<file path="config.mk">
export PLATFORM = sky130hd
export DESIGN_NAME = tx_fin_top
export DESIGN_NICKNAME = d
export VERILOG_FILES = /design/src/rtl/tx_fin_pkg.sv /design/src/rtl/tx_fin_rst_sync.sv /design/src/rtl/tx_fin_mode.sv /design/src/rtl/tx_fin_crc.sv /design/src/rtl/tx_fin_seq.sv /design/src/rtl/tx_fin_top.sv
export SDC_FILE = /design/constraint.sdc
export NUM_CORES = 1
export LEC_CHECK = 0
export ABC_AREA = 0
export CAP_MARGIN = 20
export CELL_PAD_IN_SITES_DETAIL_PLACEMENT = 1
export CELL_PAD_IN_SITES_GLOBAL_PLACEMENT = 2
export CORE_AREA = 2 2 96 98
export CTS_CLUSTER_SIZE = 14
export DETAILED_ROUTE_END_ITERATION = 8
export DIE_AREA = 0 0 98 100
export PLACE_DENSITY = 0.89
export SETUP_SLACK_MARGIN = 0.5
export SYNTH_ARGS = -nofsm -noshare
export SYNTH_HDL_FRONTEND = slang
export SYNTH_SLANG_ARGS = --single-unit
</file>
<file path="constraint.sdc">
create_clock -name clk -period 4.1 [get_ports clk]
set_clock_uncertainty 0.05 [all_clocks]
set_input_delay 0.615 -clock clk [delete_from_list [all_inputs] [get_ports clk]]
set_output_delay 0.615 -clock clk [all_outputs]
set_load 0.02 [all_outputs]
</file>
<file path="src/rtl/tx_fin_pkg.sv">
package tx_fin_pkg;

  localparam int FCS_BYTES = 4;
  localparam logic [31:0] CRC_POLY_REFL = 32'hEDB88320;
  localparam logic [31:0] CRC_SEED      = 32'hFFFFFFFF;

  typedef enum logic [1:0] {
    MODE_PASS     = 2'd0,
    MODE_CRC_ONLY = 2'd1,
    MODE_FULL     = 2'd2
  } mode_e;

  typedef enum logic [1:0] {
    ST_DATA = 2'd0,
    ST_PAD  = 2'd1,
    ST_FCS  = 2'd2
  } state_e;

  function automatic logic [31:0] crc_step(input logic [31:0] c_in, input logic [7:0] d);
    logic [31:0] c;
    c = c_in ^ {24'd0, d};
    for (int b = 0; b < 8; b++) begin
      c = c[0] ? ((c >> 1) ^ CRC_POLY_REFL) : (c >> 1);
    end
    return c;
  endfunction

endpackage

</file>
<file path="src/rtl/tx_fin_rst_sync.sv">
module tx_fin_rst_sync #(
  parameter int STAGES = 2
) (
  input  logic clk,
  input  logic arst_n,
  output logic rst_n
);
  logic [STAGES-1:0] sync_q;
  logic [STAGES-1:0] sync_d;

  always_comb begin
    sync_d = {sync_q[STAGES-2:0], 1'b1};
  end

  always_ff @(posedge clk or negedge arst_n) begin
    if (!arst_n) sync_q <= '0;
    else         sync_q <= sync_d;
  end

  assign rst_n = sync_q[STAGES-1];
endmodule

</file>
<file path="src/rtl/tx_fin_mode.sv">
module tx_fin_mode
  import tx_fin_pkg::*;
(
  input  logic  clk,
  input  logic  rst_n,
  input  logic  load,
  input  logic  s_sop,
  input  logic  s_raw,
  input  logic  cfg_nocrc,
  input  logic  cfg_nopad,
  output mode_e mode_eff,
  output mode_e mode_q
);
  mode_e mode_d;

  // Priority: raw flag, then CRC disable (which also kills padding), then pad disable.
  always_comb begin
    if (s_raw)          mode_d = MODE_PASS;
    else if (cfg_nocrc) mode_d = MODE_PASS;
    else if (cfg_nopad) mode_d = MODE_CRC_ONLY;
    else                mode_d = MODE_FULL;
  end

  always_comb begin
    mode_eff = s_sop ? mode_d : mode_q;
  end

  always_ff @(posedge clk or negedge rst_n) begin
    if (!rst_n)    mode_q <= MODE_PASS;
    else if (load) mode_q <= mode_d;
  end
endmodule

</file>
<file path="src/rtl/tx_fin_crc.sv">
module tx_fin_crc
  import tx_fin_pkg::*;
(
  input  logic        clk,
  input  logic        rst_n,
  input  logic        upd_en,
  input  logic        restart,
  input  logic [7:0]  din,
  output logic [31:0] fcs
);
  logic [31:0] crc_q;
  logic [31:0] crc_d;

  always_comb begin
    crc_d = crc_step(restart ? CRC_SEED : crc_q, din);
  end

  always_ff @(posedge clk or negedge rst_n) begin
    if (!rst_n)      crc_q <= CRC_SEED;
    else if (upd_en) crc_q <= crc_d;
  end

  assign fcs = ~crc_q;
endmodule

</file>
<file path="src/rtl/tx_fin_seq.sv">
module tx_fin_seq
  import tx_fin_pkg::*;
#(
  parameter int MIN_PAYLOAD = 60
) (
  input  logic        clk,
  input  logic        rst_n,
  input  logic        s_valid,
  output logic        s_ready,
  input  logic [7:0]  s_data,
  input  logic        s_sop,
  input  logic        s_eop,
  output logic        m_valid,
  input  logic        m_ready,
  output logic [7:0]  m_data,
  output logic        m_sop,
  output logic        m_eop,
  input  mode_e       mode_eff,
  input  mode_e       mode_q,
  input  logic [31:0] fcs,
  output logic        sop_load,
  output logic        crc_en,
  output logic        crc_restart,
  output logic [7:0]  crc_din
);
  localparam int CW = $clog2(MIN_PAYLOAD + 1);
  localparam int IW = $clog2(FCS_BYTES);
  localparam logic [CW-1:0] MIN_C  = CW'(MIN_PAYLOAD);
  localparam logic [IW-1:0] LAST_I = IW'(FCS_BYTES - 1);

  state_e        st_q, st_d;
  logic [CW-1:0] cnt_q, cnt_d;
  logic [IW-1:0] idx_q, idx_d;
  logic [CW-1:0] cnt_base, cnt_inc, cnt_pad;
  logic          out_fire;

  always_comb begin
    cnt_base = s_sop ? '0 : cnt_q;
    cnt_inc  = (cnt_base == MIN_C) ? MIN_C : cnt_base + 1'b1;
    cnt_pad  = cnt_q + 1'b1;
  end

  always_comb begin
    st_d        = st_q;
    cnt_d       = cnt_q;
    idx_d       = idx_q;
    s_ready     = 1'b0;
    m_valid     = 1'b0;
    m_data      = 8'h00;
    m_sop       = 1'b0;
    m_eop       = 1'b0;
    crc_en      = 1'b0;
    crc_restart = 1'b0;
    sop_load    = 1'b0;
    case (st_q)
      ST_DATA: begin
        s_ready = m_ready & rst_n;
        m_valid = s_valid & rst_n;
        m_data  = s_data;
        m_sop   = s_sop;
        m_eop   = s_eop && (mode_eff == MODE_PASS);
        if (s_valid && m_ready && rst_n) begin
          sop_load    = s_sop;
          cnt_d       = cnt_inc;
          crc_en      = (mode_eff != MODE_PASS);
          crc_restart = s_sop;
          if (s_eop) begin
            if (mode_eff == MODE_FULL && cnt_inc < MIN_C) st_d = ST_PAD;
            else if (mode_eff != MODE_PASS)               st_d = ST_FCS;
          end
        end
      end
      ST_PAD: begin
        m_valid = 1'b1;
        m_data  = 8'h00;
        if (m_ready) begin
          crc_en = 1'b1;
          cnt_d  = cnt_pad;
          if (cnt_pad == MIN_C) st_d = ST_FCS;
        end
      end
      ST_FCS: begin
        m_valid = 1'b1;
        m_data  = fcs[{idx_q, 3'b000} +: 8];
        m_eop   = (idx_q == LAST_I);
        if (m_ready) begin
          if (idx_q == LAST_I) begin
            idx_d = '0;
            st_d  = ST_DATA;
          end else begin
            idx_d = idx_q + 1'b1;
          end
        end
      end
      default: st_d = ST_DATA;
    endcase
  end

  assign crc_din  = m_data;
  assign out_fire = m_valid & m_ready;

  always_ff @(posedge clk or negedge rst_n) begin
    if (!rst_n) begin
      st_q  <= ST_DATA;
      cnt_q <= '0;
      idx_q <= '0;
    end else begin
      st_q  <= st_d;
      cnt_q <= cnt_d;
      idx_q <= idx_d;
    end
  end

  // Frame length tracker used only by the checks below.
  logic [15:0] olen_q;
  always_ff @(posedge clk or negedge rst_n) begin
    if (!rst_n) olen_q <= '0;
    else if (out_fire) olen_q <= m_sop ? 16'd1 : ((olen_q == 16'hFFFF) ? olen_q : olen_q + 16'd1);
  end

  assert_min_len_R1: assert property (@(posedge clk) disable iff (!rst_n)
    (out_fire && m_eop && st_q == ST_FCS && mode_q == MODE_FULL)
      |-> (32'(olen_q) + 32'd1 >= 32'(MIN_PAYLOAD + FCS_BYTES)));

  assert_pad_bound_R2: assert property (@(posedge clk) disable iff (!rst_n)
    (st_q == ST_PAD) |-> (cnt_q < MIN_C));

  assert_pass_untouched_R4: assert property (@(posedge clk) disable iff (!rst_n)
    (st_q != ST_DATA) |-> (mode_q != MODE_PASS));

  assert_stall_hold_R9: assert property (@(posedge clk) disable iff (!rst_n)
    (st_q != ST_DATA && m_valid && !m_ready) |=> (m_valid && $stable(m_data)));

endmodule

</file>
<file path="src/rtl/tx_fin_top.sv">
module tx_fin_top
  import tx_fin_pkg::*;
#(
  parameter int MIN_FRAME = 64
) (
  input  logic       clk,
  input  logic       arst_n,
  input  logic       s_valid,
  output logic       s_ready,
  input  logic [7:0] s_data,
  input  logic       s_sop,
  input  logic       s_eop,
  input  logic       s_raw,
  input  logic       cfg_nocrc,
  input  logic       cfg_nopad,
  output logic       m_valid,
  input  logic       m_ready,
  output logic [7:0] m_data,
  output logic       m_sop,
  output logic       m_eop
);
  localparam int MIN_PAYLOAD = MIN_FRAME - FCS_BYTES;

  logic        rst_n;
  logic        sop_load;
  logic        crc_en;
  logic        crc_restart;
  logic [7:0]  crc_din;
  logic [31:0] fcs;
  mode_e       mode_eff;
  mode_e       mode_q;

  tx_fin_rst_sync #(.STAGES(2)) u_rst (
    .clk    (clk),
    .arst_n (arst_n),
    .rst_n  (rst_n)
  );

  tx_fin_mode u_mode (
    .clk       (clk),
    .rst_n     (rst_n),
    .load      (sop_load),
    .s_sop     (s_sop),
    .s_raw     (s_raw),
    .cfg_nocrc (cfg_nocrc),
    .cfg_nopad (cfg_nopad),
    .mode_eff  (mode_eff),
    .mode_q    (mode_q)
  );

  tx_fin_crc u_crc (
    .clk     (clk),
    .rst_n   (rst_n),
    .upd_en  (crc_en),
    .restart (crc_restart),
    .din     (crc_din),
    .fcs     (fcs)
  );

  tx_fin_seq #(.MIN_PAYLOAD(MIN_PAYLOAD)) u_seq (
    .clk         (clk),
    .rst_n       (rst_n),
    .s_valid     (s_valid),
    .s_ready     (s_ready),
    .s_data      (s_data),
    .s_sop       (s_sop),
    .s_eop       (s_eop),
    .m_valid     (m_valid),
    .m_ready     (m_ready),
    .m_data      (m_data),
    .m_sop       (m_sop),
    .m_eop       (m_eop),
    .mode_eff    (mode_eff),
    .mode_q      (mode_q),
    .fcs         (fcs),
    .sop_load    (sop_load),
    .crc_en      (crc_en),
    .crc_restart (crc_restart),
    .crc_din     (crc_din)
  );
endmodule

</file>
# ---- After elaboration in Yosys (flattened, before gate mapping)
# Index checks and enable logic that the tools add are counted.
dict set report totals {
  ff_bits 46
  elab_cells 86
}
dict set report classes {
  bitwise_logic 12
  n_eq_ne 13
  n_shift 1
  n_addsub 3
  n_reduce_logical 12
  mux 38
  magnitude_cmp 1
}
# operator count
set op_table {}
lappend op_table {{2-to-1 mux 32 bit} 9}
lappend op_table {{NOT 13 -> 14 bit} 8}
lappend op_table {{NOT 32 bit} 1}
lappend op_table {{variable part select 32 x 6 -> 8 bit} 1}
lappend op_table {{bitwise XOR 32 x 8 -> 32 bit} 1}
lappend op_table {{2-to-1 mux 2 bit} 13}
lappend op_table {{2-to-1 mux 6 bit} 4}
lappend op_table {{case mux 8 bit (2 select lines)} 1}
lappend op_table {{adder 6 x 1 -> 6 bit, second input constant} 2}
lappend op_table {{== test 6 bit, second input constant} 2}
lappend op_table {{case mux 6 bit (2 select lines)} 1}
lappend op_table {{AND reduction 7 bit} 1}
lappend op_table {{== test 2 bit, second input constant} 3}
lappend op_table {{< comparator 6 bit, second input constant} 1}
lappend op_table {{2-to-1 mux 1 bit} 6}
lappend op_table {{!= test 2 x 1 -> 1 bit, second input constant} 3}
lappend op_table {{!= test 2 bit, second input constant} 3}
lappend op_table {{case mux 1 bit (2 select lines)} 3}
lappend op_table {{case mux 2 bit (3 select lines)} 1}
lappend op_table {{logical AND 1 bit} 4}
lappend op_table {{logical NOT 2 bit} 2}
lappend op_table {{nonzero test 2 bit} 2}
lappend op_table {{!= test 3 x 1 -> 1 bit, second input constant} 1}
lappend op_table {{AND reduction 3 bit} 1}
lappend op_table {{other kinds (5)} 6}

# ---- Depth between registers and ports, before layout
# Gate-level depths: netlist (run 1).
dict set report logic_depth {
  word_depth 22
  mapped_depth 11
}

# ---- By module
# A second synthesis (run 1) with hierarchy kept.
dict set report unflattened {
  cells_unflattened 413
  area_unflattened_um2 3842.4
}
# mod area_each_um2 cells_per_inst seq_area_each_um2 n_inst
set by_module_without_submodules {}
lappend by_module_without_submodules {tx_fin_crc 2484.9 270 840.8 1}
lappend by_module_without_submodules {tx_fin_seq 1192.4 130 250.2 1}
lappend by_module_without_submodules {tx_fin_mode 111.4 10 50.0 1}
lappend by_module_without_submodules {tx_fin_rst_sync 53.8 3 50.0 1}

# ---- Least setup slack after synthesis (run 1)
# Ideal clock, no wire load.
dict set report synth_timing {
  path_kind {flip-flop to flip-flop}
  start {reg u_rst.sync_q[1]}
  end {reg u_crc.crc_q[17]}
  stages_incl_launch_ff 10
  synth_period_minus_slack_ns 3.368
  n_path_buf 2
  t_arrival_ns 3.236
  setup_ns 0.082
  setup_slack_ns 0.732
  path_cell_list {dfrtp_1 > and3_1 > buf_2 > and2_1 > buf_4 > nor2_1 > xnor2_1 > xor2_1 > xnor3_1 > mux2_2}
}
dict set report synth_between {
  elab_chain_cells 18
  word_cells_on_any_way 20
  cone_classes {mux (13); bitwise (6); reduce/logical (1)}
}
# item line
set synth_rtl {}
lappend synth_rtl {{from (decl)} tx_fin_rst_sync.sv:8} ;# logic [STAGES-1:0] sync_q;
lappend synth_rtl {{from (signal assigned)} tx_fin_rst_sync.sv:17} ;# else sync_q <= sync_d;
lappend synth_rtl {{logical AND 1 bit (*)} tx_fin_seq.sv:62} ;# if (s_valid && m_ready && rst_n) begin
lappend synth_rtl {{2-to-1 mux 1 bit} tx_fin_seq.sv:62}
lappend synth_rtl {{2-to-1 mux 1 bit} tx_fin_seq.sv:55} ;# case (st_q)
lappend synth_rtl {{2-to-1 mux 32 bit} tx_fin_crc.sv:15} ;# crc_d = crc_step(restart ? CRC_SEED : crc_q, din);
lappend synth_rtl {{bitwise XOR 32 x 8 -> 32 bit} tx_fin_pkg.sv:21} ;# c = c_in ^ {24'd0, d};
lappend synth_rtl {{NOT 13 -> 14 bit (no source line)} -}
lappend synth_rtl {{2-to-1 mux 32 bit} tx_fin_pkg.sv:23} ;# c = c[0] ? ((c >> 1) ^ CRC_POLY_REFL) : (c >> 1);
lappend synth_rtl {{NOT 13 -> 14 bit (no source line)} -}
lappend synth_rtl {{2-to-1 mux 32 bit (2 in series)} tx_fin_pkg.sv:23}
lappend synth_rtl {{NOT 13 -> 14 bit (no source line)} -}
lappend synth_rtl {{2-to-1 mux 32 bit} tx_fin_pkg.sv:23}
lappend synth_rtl {{NOT 13 -> 14 bit (no source line)} -}
lappend synth_rtl {{2-to-1 mux 32 bit} tx_fin_pkg.sv:23}
lappend synth_rtl {{NOT 13 -> 14 bit (no source line)} -}
lappend synth_rtl {{2-to-1 mux 32 bit (3 in series)} tx_fin_pkg.sv:23}
lappend synth_rtl {{to (signal assigned)} tx_fin_crc.sv:20} ;# else if (upd_en) crc_q <= crc_d;
lappend synth_rtl {{to (decl)} tx_fin_crc.sv:11} ;# logic [31:0] crc_q;
# Mark *: on every way between the ends. The rest lies on a longest branch, timed or not.
# A chain may end at the register's enable or synchronous reset.

# ---- Worst setup path in the final report (run 1)
dict set report layout_timing {
  start {reg u_seq.st_q[0]}
  end {out m_data[3]}
}
dict set report layout_between {
  elab_chain_cells 2
  word_cells_on_any_way 3
  cone_classes {eq/ne (1); mux (1); reduce/logical (1)}
}
# item line
set layout_rtl {}
lappend layout_rtl {{from (decl)} tx_fin_seq.sv:31} ;# state_e st_q, st_d;
lappend layout_rtl {{from (signal assigned)} tx_fin_seq.sv:108} ;# st_q <= st_d;
lappend layout_rtl {{== test 2 bit or logical NOT 2 bit (tied branches)} tx_fin_seq.sv:55}
lappend layout_rtl {{case mux 8 bit (2 select lines) (*)} tx_fin_seq.sv:55}
lappend layout_rtl {{to (decl)} tx_fin_top.sv:18} ;# output logic [7:0] m_data,
# Marked as above.

==> flow_summary.html, run 1 <==
<table>
<tr><th>Metric</th><th>Value</th></tr>
<tr><th colspan="2">Clocking</th></tr>
<tr><td>TritonCTS Buffers</td><td>5</td></tr>
<tr><td>Clock tree from TritonCTS</td><td>built</td></tr>
<tr><td>CTS Root Buffer Type</td><td>sky130_fd_sc_hd__clkbuf_8</td></tr>
<tr><td>Clk sink count</td><td>46</td></tr>
<tr><td>Number of instances resized during post-cts repair</td><td>0</td></tr>
<tr><td>Clock transition time at the flip-flop clock pins of the worst setup and hold paths</td><td>110 ps</td></tr>
<tr><td>Post-CTS Hold Fix Bufs</td><td>0</td></tr>
<tr><td>Latest clock arrival within the worst-skew pair</td><td>320 ps</td></tr>
<tr><td>Setup Buffers After CTS</td><td>0</td></tr>
<tr><td>Number of levels the H-tree was split into</td><td>2</td></tr>
<tr><td>Clock Tree Buf Depth</td><td>2</td></tr>
<tr><th colspan="2">Worst setup path</th></tr>
<tr><td>Slowest cell on the critical path</td><td>sky130_fd_sc_hd__clkdlybuf4s50_1</td></tr>
<tr><td>Cells along the critical path</td><td>inv_1, ha_1, nand2_1, o22ai_1, a21o_1, clkdlybuf4s50_1</td></tr>
<tr><td>Worst Reg2Reg Path Length in Cells</td><td>8</td></tr>
<tr><td>Launching element type of the critical path</td><td>flop</td></tr>
<tr><td>Minimum setup slack among reg-to-reg paths</td><td>830 ps</td></tr>
<tr><td>Endpoint arrival time on the critical path</td><td>2670 ps</td></tr>
<tr><td>Critical Path Max Stage Delay</td><td>630 ps</td></tr>
<tr><td>Crit Path Max Fanout</td><td>7</td></tr>
<tr><td>Bufs and invs on worst path</td><td>2</td></tr>
<tr><td>Terminus of the critical flop-to-flop path</td><td>u_crc.crc_q[17]</td></tr>
<tr><td>Critical path data required time</td><td>3430 ps</td></tr>
<tr><td>FF-to-FF Start</td><td>u_seq.st_q[0]</td></tr>
<tr><td>Crit path capture type</td><td>output port</td></tr>
<tr><td>Cell family with most CP delay</td><td>buffers and inverters</td></tr>
<tr><td>Startpoint-to-endpoint class of the critical path</td><td>flop to output port</td></tr>
<tr><th colspan="2">Drt</th></tr>
<tr><td>Vias per inst</td><td>5.22</td></tr>
<tr><td>Count of vias placed by the detailed router</td><td>2605</td></tr>
<tr><td>Total length of routed wires</td><td>8.77 mm</td></tr>
<tr><td>Post-route DRC violation count</td><td>0</td></tr>
<tr><td>Wire length per cell after detailed routing</td><td>17.6 um</td></tr>
<tr><td>Drt pass-1 iters</td><td>4</td></tr>
<tr><td>Initial drt markers</td><td>62</td></tr>
<tr><td>DRT antenna net count</td><td>0</td></tr>
<tr><th colspan="2">Synthesis</th></tr>
<tr><td>Post-Synthesis Cells</td><td>364</td></tr>
<tr><td>Most frequent cell after synthesis</td><td>sky130_fd_sc_hd__nor2_1</td></tr>
<tr><td>Netlist area before placement</td><td>3540 um2</td></tr>
<tr><td>Fraction of registers with async set/reset</td><td>1.00</td></tr>
<tr><td>Flip-flop cell with the highest count after synthesis</td><td>sky130_fd_sc_hd__dfstp_2</td></tr>
<tr><td>Cell taking the most area after synthesis</td><td>sky130_fd_sc_hd__dfstp_2</td></tr>
<tr><td>Post-synth top area share</td><td>0.238</td></tr>
<tr><td>Commonest cells post-synth</td><td>sky130_fd_sc_hd__nor2_1 (61), sky130_fd_sc_hd__xnor2_1 (44), sky130_fd_sc_hd__a21oi_1 (40), sky130_fd_sc_hd__dfstp_2 (32), sky130_fd_sc_hd__nand2_1 (19)</td></tr>
<tr><td>Register bit total from synthesis</td><td>46</td></tr>
<tr><td>Yosys cell types</td><td>52</td></tr>
<tr><td>Cell types with the largest area share after synthesis</td><td>sky130_fd_sc_hd__dfstp_2 (24%), sky130_fd_sc_hd__xnor2_1 (11%), sky130_fd_sc_hd__dfrtp_1 (9.9%), sky130_fd_sc_hd__nor2_1 (6.5%), sky130_fd_sc_hd__a21oi_1 (5.7%)</td></tr>
<tr><td>Yosys warning count</td><td>0</td></tr>
<tr><td>Share of the yosys chip area belonging to registers</td><td>0.337</td></tr>
<tr><td>Post-Synthesis Mean Instance Area</td><td>9.72 um2</td></tr>
<tr><td>Post-synth EDFFs</td><td>0</td></tr>
<tr><td>Nets in the synthesized netlist</td><td>388</td></tr>
<tr><th colspan="2">STA</th></tr>
<tr><td>Fraction of the cycle the final worst path needs</td><td>0.814</td></tr>
<tr><td>Transition time at the pin with the least slew margin</td><td>713 ps</td></tr>
<tr><td>Max-slew violation count</td><td>0</td></tr>
<tr><td>Count of final hold-check violations</td><td>0</td></tr>
<tr><td>Post-route setup slack</td><td>764 ps</td></tr>
<tr><td>Max-slew headroom at the worst pin</td><td>0.524</td></tr>
<tr><td>FMAX</td><td>300 MHz</td></tr>
<tr><td>Min cycle time layout</td><td>3340 ps</td></tr>
<tr><td>RSZ-0062 raised after global routing</td><td>no</td></tr>
<tr><td>TNS Setup</td><td>0 ps</td></tr>
<tr><td>Number of failing setup endpoints in the final timing report</td><td>0</td></tr>
<tr><th colspan="2">Die</th></tr>
<tr><td>Die area</td><td>9800 um2</td></tr>
<tr><td>Std-Cell Core Area</td><td>8890 um2</td></tr>
<tr><td>Number of rows created at floorplan</td><td>35</td></tr>
<tr><td>Initial Utilization</td><td>0.398</td></tr>
<tr><td>Width of the die</td><td>98 um</td></tr>
<tr><td>Top-level I/O count</td><td>29</td></tr>
<tr><td>DIE HEIGHT</td><td>100 um</td></tr>
<tr><th colspan="2">Global route</th></tr>
<tr><td>Number of antenna violations at the first check in global routing</td><td>0</td></tr>
<tr><td>Number of global-route vias before repair</td><td>2855</td></tr>
<tr><td>Overall Global Routing Usage</td><td>0.192</td></tr>
<tr><td>Pin count of the biggest net entering global routing</td><td>61</td></tr>
<tr><td>Global-route wire length before repair</td><td>15.0 mm</td></tr>
<tr><td>Total congestion overflow after global routing</td><td>0</td></tr>
<tr><th colspan="2">Run</th></tr>
<tr><td>Reported max-cap violation count</td><td>0</td></tr>
<tr><th colspan="2">Hold path</th></tr>
<tr><td>Worst Hold Launch</td><td>u_rst.sync_q[0]</td></tr>
<tr><td>Worst Hold Depth</td><td>0</td></tr>
<tr><td>Worst hold path class</td><td>flop to flop</td></tr>
<tr><td>Endpoint, Worst Hold</td><td>u_rst.sync_q[1]</td></tr>
<tr><th colspan="2">Layout</th></tr>
<tr><td>Net total in the final layout</td><td>411</td></tr>
<tr><td>Final Core Density</td><td>0.454</td></tr>
<tr><td>Filler cell count</td><td>1029</td></tr>
<tr><td>Area grow syn2layout</td><td>14.0%</td></tr>
<tr><td># diodes</td><td>0</td></tr>
<tr><td>Final cell area excluding filler cells</td><td>4040 um2</td></tr>
<tr><td>Share of layout cells above drive strength 1</td><td>0.214</td></tr>
<tr><th colspan="2">Status</th></tr>
<tr><td>Result of the run</td><td>completed</td></tr>
<tr><th colspan="2">Placed design</th></tr>
<tr><td>Worst slack at placement</td><td>444 ps</td></tr>
<tr><td>Placed cell area</td><td>3920 um2</td></tr>
<tr><td>Detailed placement HPWL</td><td>6.41 mm</td></tr>
<tr><td>Routability Congestion</td><td>0.804</td></tr>
<tr><td>Count of input and output buffers</td><td>28</td></tr>
</table>
how the worst max path moves through the flow:
| stage | cells after the start | from | endpoint |
|---|---|---|---|
| floorplan | 9 | u_rst.sync_q[1] | u_crc.crc_q[17] |
| global placement | 8 | m_ready | u_crc.crc_q[17] |
| detailed placement | 8 | m_ready | u_crc.crc_q[17] |
| CTS | 6 | u_seq.st_q[0] | m_data[3] |
| global route | 8 | m_ready | u_crc.crc_q[17] |
| finish | 6 | u_seq.st_q[0] | m_data[3] |
area by class of cell:
type	count	area, um2	area share
Inverter	5	18.8	0.00465
Clock buffer	5	68.8	0.0171
Tap cell	111	139	0.0344
Timing Repair Buffer	35	345	0.0856
Sequential cell	46	1190	0.296
Clock inverter	3	25.0	0.00620
Multi-Input combinational cell	294	2250	0.557
worst reg2reg max path: stages, from the launching register on:
cell                       delay [ps]
sky130_fd_sc_hd__dfrtp_1          420
sky130_fd_sc_hd__inv_1             80
sky130_fd_sc_hd__ha_1             320
sky130_fd_sc_hd__nand2_1          410
sky130_fd_sc_hd__o221ai_2         230
sky130_fd_sc_hd__xnor2_2          480
sky130_fd_sc_hd__xor3_1           470
sky130_fd_sc_hd__xnor3_1          470
sky130_fd_sc_hd__mux2_2           270
sequential cells by signal (all words and copies together) (netlist names):
| register | cells |
|---|---|
| u_mode.mode_q | 2 |
| u_rst.sync_q | 2 |
| u_seq.idx_q | 2 |
| u_seq.cnt_q | 6 |
| u_crc.crc_q | 32 |
| u_seq.st_q | 2 |
cells by family (layout without fill, tap and decap cells):
kind of cell,after synthesis,after routing,share of synthesized area
xor gates and xnor gates,77,77,0.252
muxes,24,24,0.0760
and+or+nand+nor,112,112,0.141
AOI/OAI and AO/OA,73,73,0.140
other,1,1,0.00106
buffers and inverters,24,48,0.0293
adders and majority gates,7,7,0.0247
DFF,46,46,0.337
stage by stage:
| step | hold slack [ps] | instances |
|---|---|---|
| floorplan | 269 | 364 |
| global placement | 288 | 490 |
| detailed placement | 291 | 490 |
| CTS | 313 | 498 |
| global route | 339 | 499 |
| finish | 307 | 499 |
metal layers:
metal	vias to the layer above	GRT usage	wire length [um]
met4	0	0.0321	65
met5	-	0	0
li1	1277	-	-
met1	1299	0.256	4100
met2	23	0.340	4440
met3	6	0.0279	156
layout by cell type, fill, tap and decap left out, types with 2 or more instances in the layout:
cell type	synthesis	routed
sky130_fd_sc_hd__xor2_1	16	16
sky130_fd_sc_hd__and2_1	5	5
sky130_fd_sc_hd__nor2_1	61	61
sky130_fd_sc_hd__ha_1	7	7
sky130_fd_sc_hd__nand3_1	4	4
sky130_fd_sc_hd__dfrtp_1	14	13
sky130_fd_sc_hd__mux2_4	2	2
sky130_fd_sc_hd__dfstp_2	32	32
sky130_fd_sc_hd__a21oi_1	40	40
sky130_fd_sc_hd__o31ai_1	4	4
sky130_fd_sc_hd__xnor3_1	5	5
sky130_fd_sc_hd__a21o_1	2	2
sky130_fd_sc_hd__xnor2_2	4	4
sky130_fd_sc_hd__nand2b_1	5	5
sky130_fd_sc_hd__mux2i_1	7	7
sky130_fd_sc_hd__clkbuf_8	0	5
sky130_fd_sc_hd__o221ai_4	3	3
sky130_fd_sc_hd__xor2_2	2	2
sky130_fd_sc_hd__and3_1	3	3
sky130_fd_sc_hd__xor2_4	3	3
sky130_fd_sc_hd__inv_1	5	5
sky130_fd_sc_hd__o21ai_0	10	10
sky130_fd_sc_hd__xnor2_1	44	44
sky130_fd_sc_hd__nand2_1	19	19
sky130_fd_sc_hd__nor2b_1	7	7
sky130_fd_sc_hd__nor3_1	3	3
sky130_fd_sc_hd__buf_4	1	6
sky130_fd_sc_hd__a22oi_1	2	2
sky130_fd_sc_hd__mux2_2	15	15
sky130_fd_sc_hd__clkdlybuf4s50_1	0	28
Power of run 1 is not shown: default switching activity piles up to over one toggle a cycle in this logic, so the estimate is an artifact.
==> inputs of run 2 (changes only) <==
--- a/config.mk
+++ b/config.mk
@@ -9,11 +9,11 @@
 export CAP_MARGIN = 20
 export CELL_PAD_IN_SITES_DETAIL_PLACEMENT = 1
 export CELL_PAD_IN_SITES_GLOBAL_PLACEMENT = 2
-export CORE_AREA = 2 2 96 98
+export CORE_AREA = 2 2 100 102
 export CTS_CLUSTER_SIZE = 14
 export DETAILED_ROUTE_END_ITERATION = 8
-export DIE_AREA = 0 0 98 100
-export PLACE_DENSITY = 0.89
+export DIE_AREA = 0 0 102 104
+export PLACE_DENSITY = 0.84
 export SETUP_SLACK_MARGIN = 0.5
 export SYNTH_ARGS = -nofsm -noshare
 export SYNTH_HDL_FRONTEND = slang
==> constraint.sdc (replaced) <==
create_clock -name clk -period 3.5 [get_ports clk]
set_clock_uncertainty 0.05 [all_clocks]
set_input_delay 0.525 -clock clk [delete_from_list [all_inputs] [get_ports clk]]
set_output_delay 0.525 -clock clk [all_outputs]
set_load 0.02 [all_outputs]
==> run 2 against run 1 <==
Compared with the run above:
- setup slack lost 150 ps
- final cell count rose by 7.2%
- flip-flop and latch count did not move
- hold slack barely moved
- routed wire length up 11%
- critical path depth rose by 3
- register-to-register slack worse by 220 ps
- highest routed layer unchanged
==> flow_summary.html, run 2 (synthesis results as in run 1) <==
<table>
<tr><th>Metric</th><th>Value</th></tr>
<tr><th colspan="2">Status</th></tr>
<tr><td>Result of the run</td><td>completed</td></tr>
<tr><th colspan="2">Drt</th></tr>
<tr><td>DRT antenna net count</td><td>0 (unchanged)</td></tr>
<tr><td>Wire length per cell after detailed routing</td><td>18.2 um (+3.6%)</td></tr>
<tr><td>Drt pass-1 iters</td><td>4 (unchanged)</td></tr>
<tr><td>Vias per inst</td><td>5.14 (-1.5%)</td></tr>
<tr><td>Total length of routed wires</td><td>9.74 mm (+11%)</td></tr>
<tr><td>Post-route DRC violation count</td><td>0 (unchanged)</td></tr>
<tr><td>Count of vias placed by the detailed router</td><td>2751 (+5.6%)</td></tr>
<tr><td>Initial drt markers</td><td>90 (+45%)</td></tr>
<tr><th colspan="2">Global route</th></tr>
<tr><td>Total congestion overflow after global routing</td><td>0 (unchanged)</td></tr>
<tr><td>Number of global-route vias before repair</td><td>2914 (+2.1%)</td></tr>
<tr><td>Pin count of the biggest net entering global routing</td><td>47 (-23%)</td></tr>
<tr><td>Overall Global Routing Usage</td><td>0.187 (-0.00580)</td></tr>
<tr><td>Global-route wire length before repair</td><td>15.4 mm (+2.6%)</td></tr>
<tr><td>Number of antenna violations at the first check in global routing</td><td>0 (unchanged)</td></tr>
<tr><th colspan="2">STA</th></tr>
<tr><td>Transition time at the pin with the least slew margin</td><td>764 ps (+50.3 ps)</td></tr>
<tr><td>Count of final hold-check violations</td><td>0 (unchanged)</td></tr>
<tr><td>Max-slew violation count</td><td>0 (unchanged)</td></tr>
<tr><td>Min cycle time layout</td><td>2890 ps</td></tr>
<tr><td>TNS Setup</td><td>0 ps (unchanged)</td></tr>
<tr><td>Fraction of the cycle the final worst path needs</td><td>0.825</td></tr>
<tr><td>Number of failing setup endpoints in the final timing report</td><td>0 (unchanged)</td></tr>
<tr><td>Max-slew headroom at the worst pin</td><td>0.491 (-0.0335)</td></tr>
<tr><td>RSZ-0062 raised after global routing</td><td>yes</td></tr>
<tr><td>FMAX</td><td>346 MHz</td></tr>
<tr><th colspan="2">Layout</th></tr>
<tr><td>Area grow syn2layout</td><td>20.8%</td></tr>
<tr><td>Max reg flops</td><td>32 (unchanged)</td></tr>
<tr><td>Leading cell type in the layout, fill and taps excluded</td><td>sky130_fd_sc_hd__nor2_1</td></tr>
<tr><td>Net total in the final layout</td><td>425 (+3.4%)</td></tr>
<tr><td>Share of layout cells above drive strength 1</td><td>0.276 (+0.0622)</td></tr>
<tr><td>Regs by FF count</td><td>u_crc.crc_q x32, u_seq.cnt_q x6</td></tr>
<tr><td># diodes</td><td>0 (unchanged)</td></tr>
<tr><td>Most frequent cells in the layout</td><td>sky130_fd_sc_hd__nor2_1 (61), sky130_fd_sc_hd__xnor2_1 (41), sky130_fd_sc_hd__a21oi_1 (37)</td></tr>
<tr><td>Register with the most flip-flops</td><td>u_crc.crc_q</td></tr>
<tr><th colspan="2">Worst setup path</th></tr>
<tr><td>Crit Path Max Fanout</td><td>7 (unchanged)</td></tr>
<tr><td>Cells along the critical path</td><td>inv_1, ha_2, or2b_4, o22ai_1, a21o_1, xnor3_2, xnor2_4, xnor2_1, mux2_2</td></tr>
<tr><td>Launching element type of the critical path</td><td>flop</td></tr>
<tr><td>Worst Reg2Reg Path Length in Cells</td><td>9 (+1)</td></tr>
<tr><td>Slowest cell on the critical path</td><td>sky130_fd_sc_hd__xnor3_2</td></tr>
<tr><td>Crit path capture type</td><td>flop</td></tr>
<tr><td>Critical Path Max Stage Delay</td><td>580 ps (-50 ps)</td></tr>
<tr><td>Worst path depth</td><td>9 (+3)</td></tr>
<tr><td>Bufs and invs on worst path</td><td>1 (-1)</td></tr>
<tr><td>Critical path data required time</td><td>3690 ps (+260 ps)</td></tr>
<tr><td>Startpoint-to-endpoint class of the critical path</td><td>flop to flop</td></tr>
<tr><td>Cell family with most CP delay</td><td>XOR/XNOR gates</td></tr>
<tr><td>Minimum setup slack among reg-to-reg paths</td><td>610 ps (-220 ps)</td></tr>
<tr><td>Endpoint arrival time on the critical path</td><td>3070 ps (+400 ps)</td></tr>
<tr><th colspan="2">Hold path</th></tr>
<tr><td>Worst hold path class</td><td>flop to flop</td></tr>
<tr><td>Worst Hold Depth</td><td>0 (unchanged)</td></tr>
<tr><th colspan="2">Die</th></tr>
<tr><td>Number of rows created at floorplan</td><td>36 (+2.9%)</td></tr>
<tr><td>Initial Utilization</td><td>0.371 (-0.0275)</td></tr>
<tr><td>Die area</td><td>10600 um2 (+8.2%)</td></tr>
<tr><td>Std-Cell Core Area</td><td>9550 um2 (+7.4%)</td></tr>
<tr><td>Width of the die</td><td>102 um (+4.1%)</td></tr>
<tr><td>DIE HEIGHT</td><td>104 um (+4.0%)</td></tr>
<tr><td>Top-level I/O count</td><td>29 (unchanged)</td></tr>
<tr><th colspan="2">Clocking</th></tr>
<tr><td>Post-CTS Hold Fix Bufs</td><td>0 (unchanged)</td></tr>
<tr><td>TritonCTS Buffers</td><td>5 (unchanged)</td></tr>
<tr><td>Number of levels the H-tree was split into</td><td>2 (unchanged)</td></tr>
<tr><td>Clock transition time at the flip-flop clock pins of the worst setup and hold paths</td><td>90 ps (-20 ps)</td></tr>
<tr><td>Clk sink count</td><td>46 (unchanged)</td></tr>
<tr><td>Clock Tree Buf Depth</td><td>2 (unchanged)</td></tr>
<tr><td>CTS Root Buffer Type</td><td>sky130_fd_sc_hd__clkbuf_8</td></tr>
<tr><td>Latest clock arrival within the worst-skew pair</td><td>300 ps (-20 ps)</td></tr>
<tr><td>Clock tree from TritonCTS</td><td>built</td></tr>
<tr><th colspan="2">Placed design</th></tr>
<tr><td>Routability Congestion</td><td>0.812 (+1.1%)</td></tr>
<tr><td>Detailed placement HPWL</td><td>6.86 mm (+7.1%)</td></tr>
<tr><td>Count of input and output buffers</td><td>28 (unchanged)</td></tr>
<tr><th colspan="2">Run</th></tr>
<tr><td>Reported max-cap violation count</td><td>0 (unchanged)</td></tr>
</table>
[run 2: changes by cell type in the layout (fill, tap and decap cells not counted), moves of 3 or more]
cell	previous run	this run
sky130_fd_sc_hd__a21oi_1	40	37
sky130_fd_sc_hd__a21oi_2	0	3
sky130_fd_sc_hd__buf_4	6	20
sky130_fd_sc_hd__clkdlybuf4s50_1	28	21
sky130_fd_sc_hd__dlygate4sd2_1	0	4
sky130_fd_sc_hd__dlymetal6s2s_1	0	3
sky130_fd_sc_hd__xnor2_1	44	41
[run 2: metal layers]
| layer | vias up | track usage | part of all wire | routed length (um) |
|---|---|---|---|---|
| met5 | - | 0 | 0 | 0 |
| met4 | 0 | 0.0438 | 0.017 | 169 |
| met3 | 15 | 0.0202 | 0.021 | 207 |
| met2 | 44 | 0.324 | 0.52 | 5090 |
| met1 | 1397 | 0.247 | 0.44 | 4280 |
| li1 | 1295 | - | - | - |
[run 2: path summary, 6_finish.rpt]
check	from	endpoint
max	u_seq.st_q[0]	u_crc.crc_q[27]
min	u_rst.sync_q[0]	u_rst.sync_q[1]
max reg2reg	u_seq.st_q[0]	u_crc.crc_q[27]
min reg2reg	u_rst.sync_q[0]	u_rst.sync_q[1]
max in group asynchronous	u_rst.sync_q[1]	u_seq.idx_q[0]
min in group asynchronous	arst_n	u_rst.sync_q[0]
[run 2: worst register-to-register path, cell delays in order, from the launching register on]
cell and delay (ps):
sky130_fd_sc_hd__dfrtp_1 430, sky130_fd_sc_hd__inv_1 100, sky130_fd_sc_hd__ha_2 260, sky130_fd_sc_hd__or2b_4 360, sky130_fd_sc_hd__o22ai_1 160, sky130_fd_sc_hd__a21o_1 230, sky130_fd_sc_hd__xnor3_2 580, sky130_fd_sc_hd__xnor2_4 280
sky130_fd_sc_hd__xnor2_1 110, sky130_fd_sc_hd__mux2_2 270
[run 2: timing repair]
item	in CTS	in global routing
setup buffers	2	5
resized for setup	14	12
endpoints found under the setup margin	17	17
pin swaps	1	3
[run 2: layout make-up]
cell class,instances,area (um2)
multi-input cells,294,2350
clock inverters,1,5.00
clock buffers,7,86.3
flip-flops and latches,46,1190
fillers,1117,5270
repair buffers,49,453
inverters,5,18.8
well taps,133,166
[run 2: metrics by stage]
stage               cells   util  instance area [um2]  hold WS, ps  setup WS [ps]
finish                535  0.448                 4280          307            614
floorplan             364      -                 3540          179            568
global placement      520  0.420                 4010          286            306
detailed placement    520  0.420                 4010          293            297
global route          535  0.448                 4280          331            445
CTS                   530  0.437                 4180          313            443
Power of run 2 is left out for the same reason.
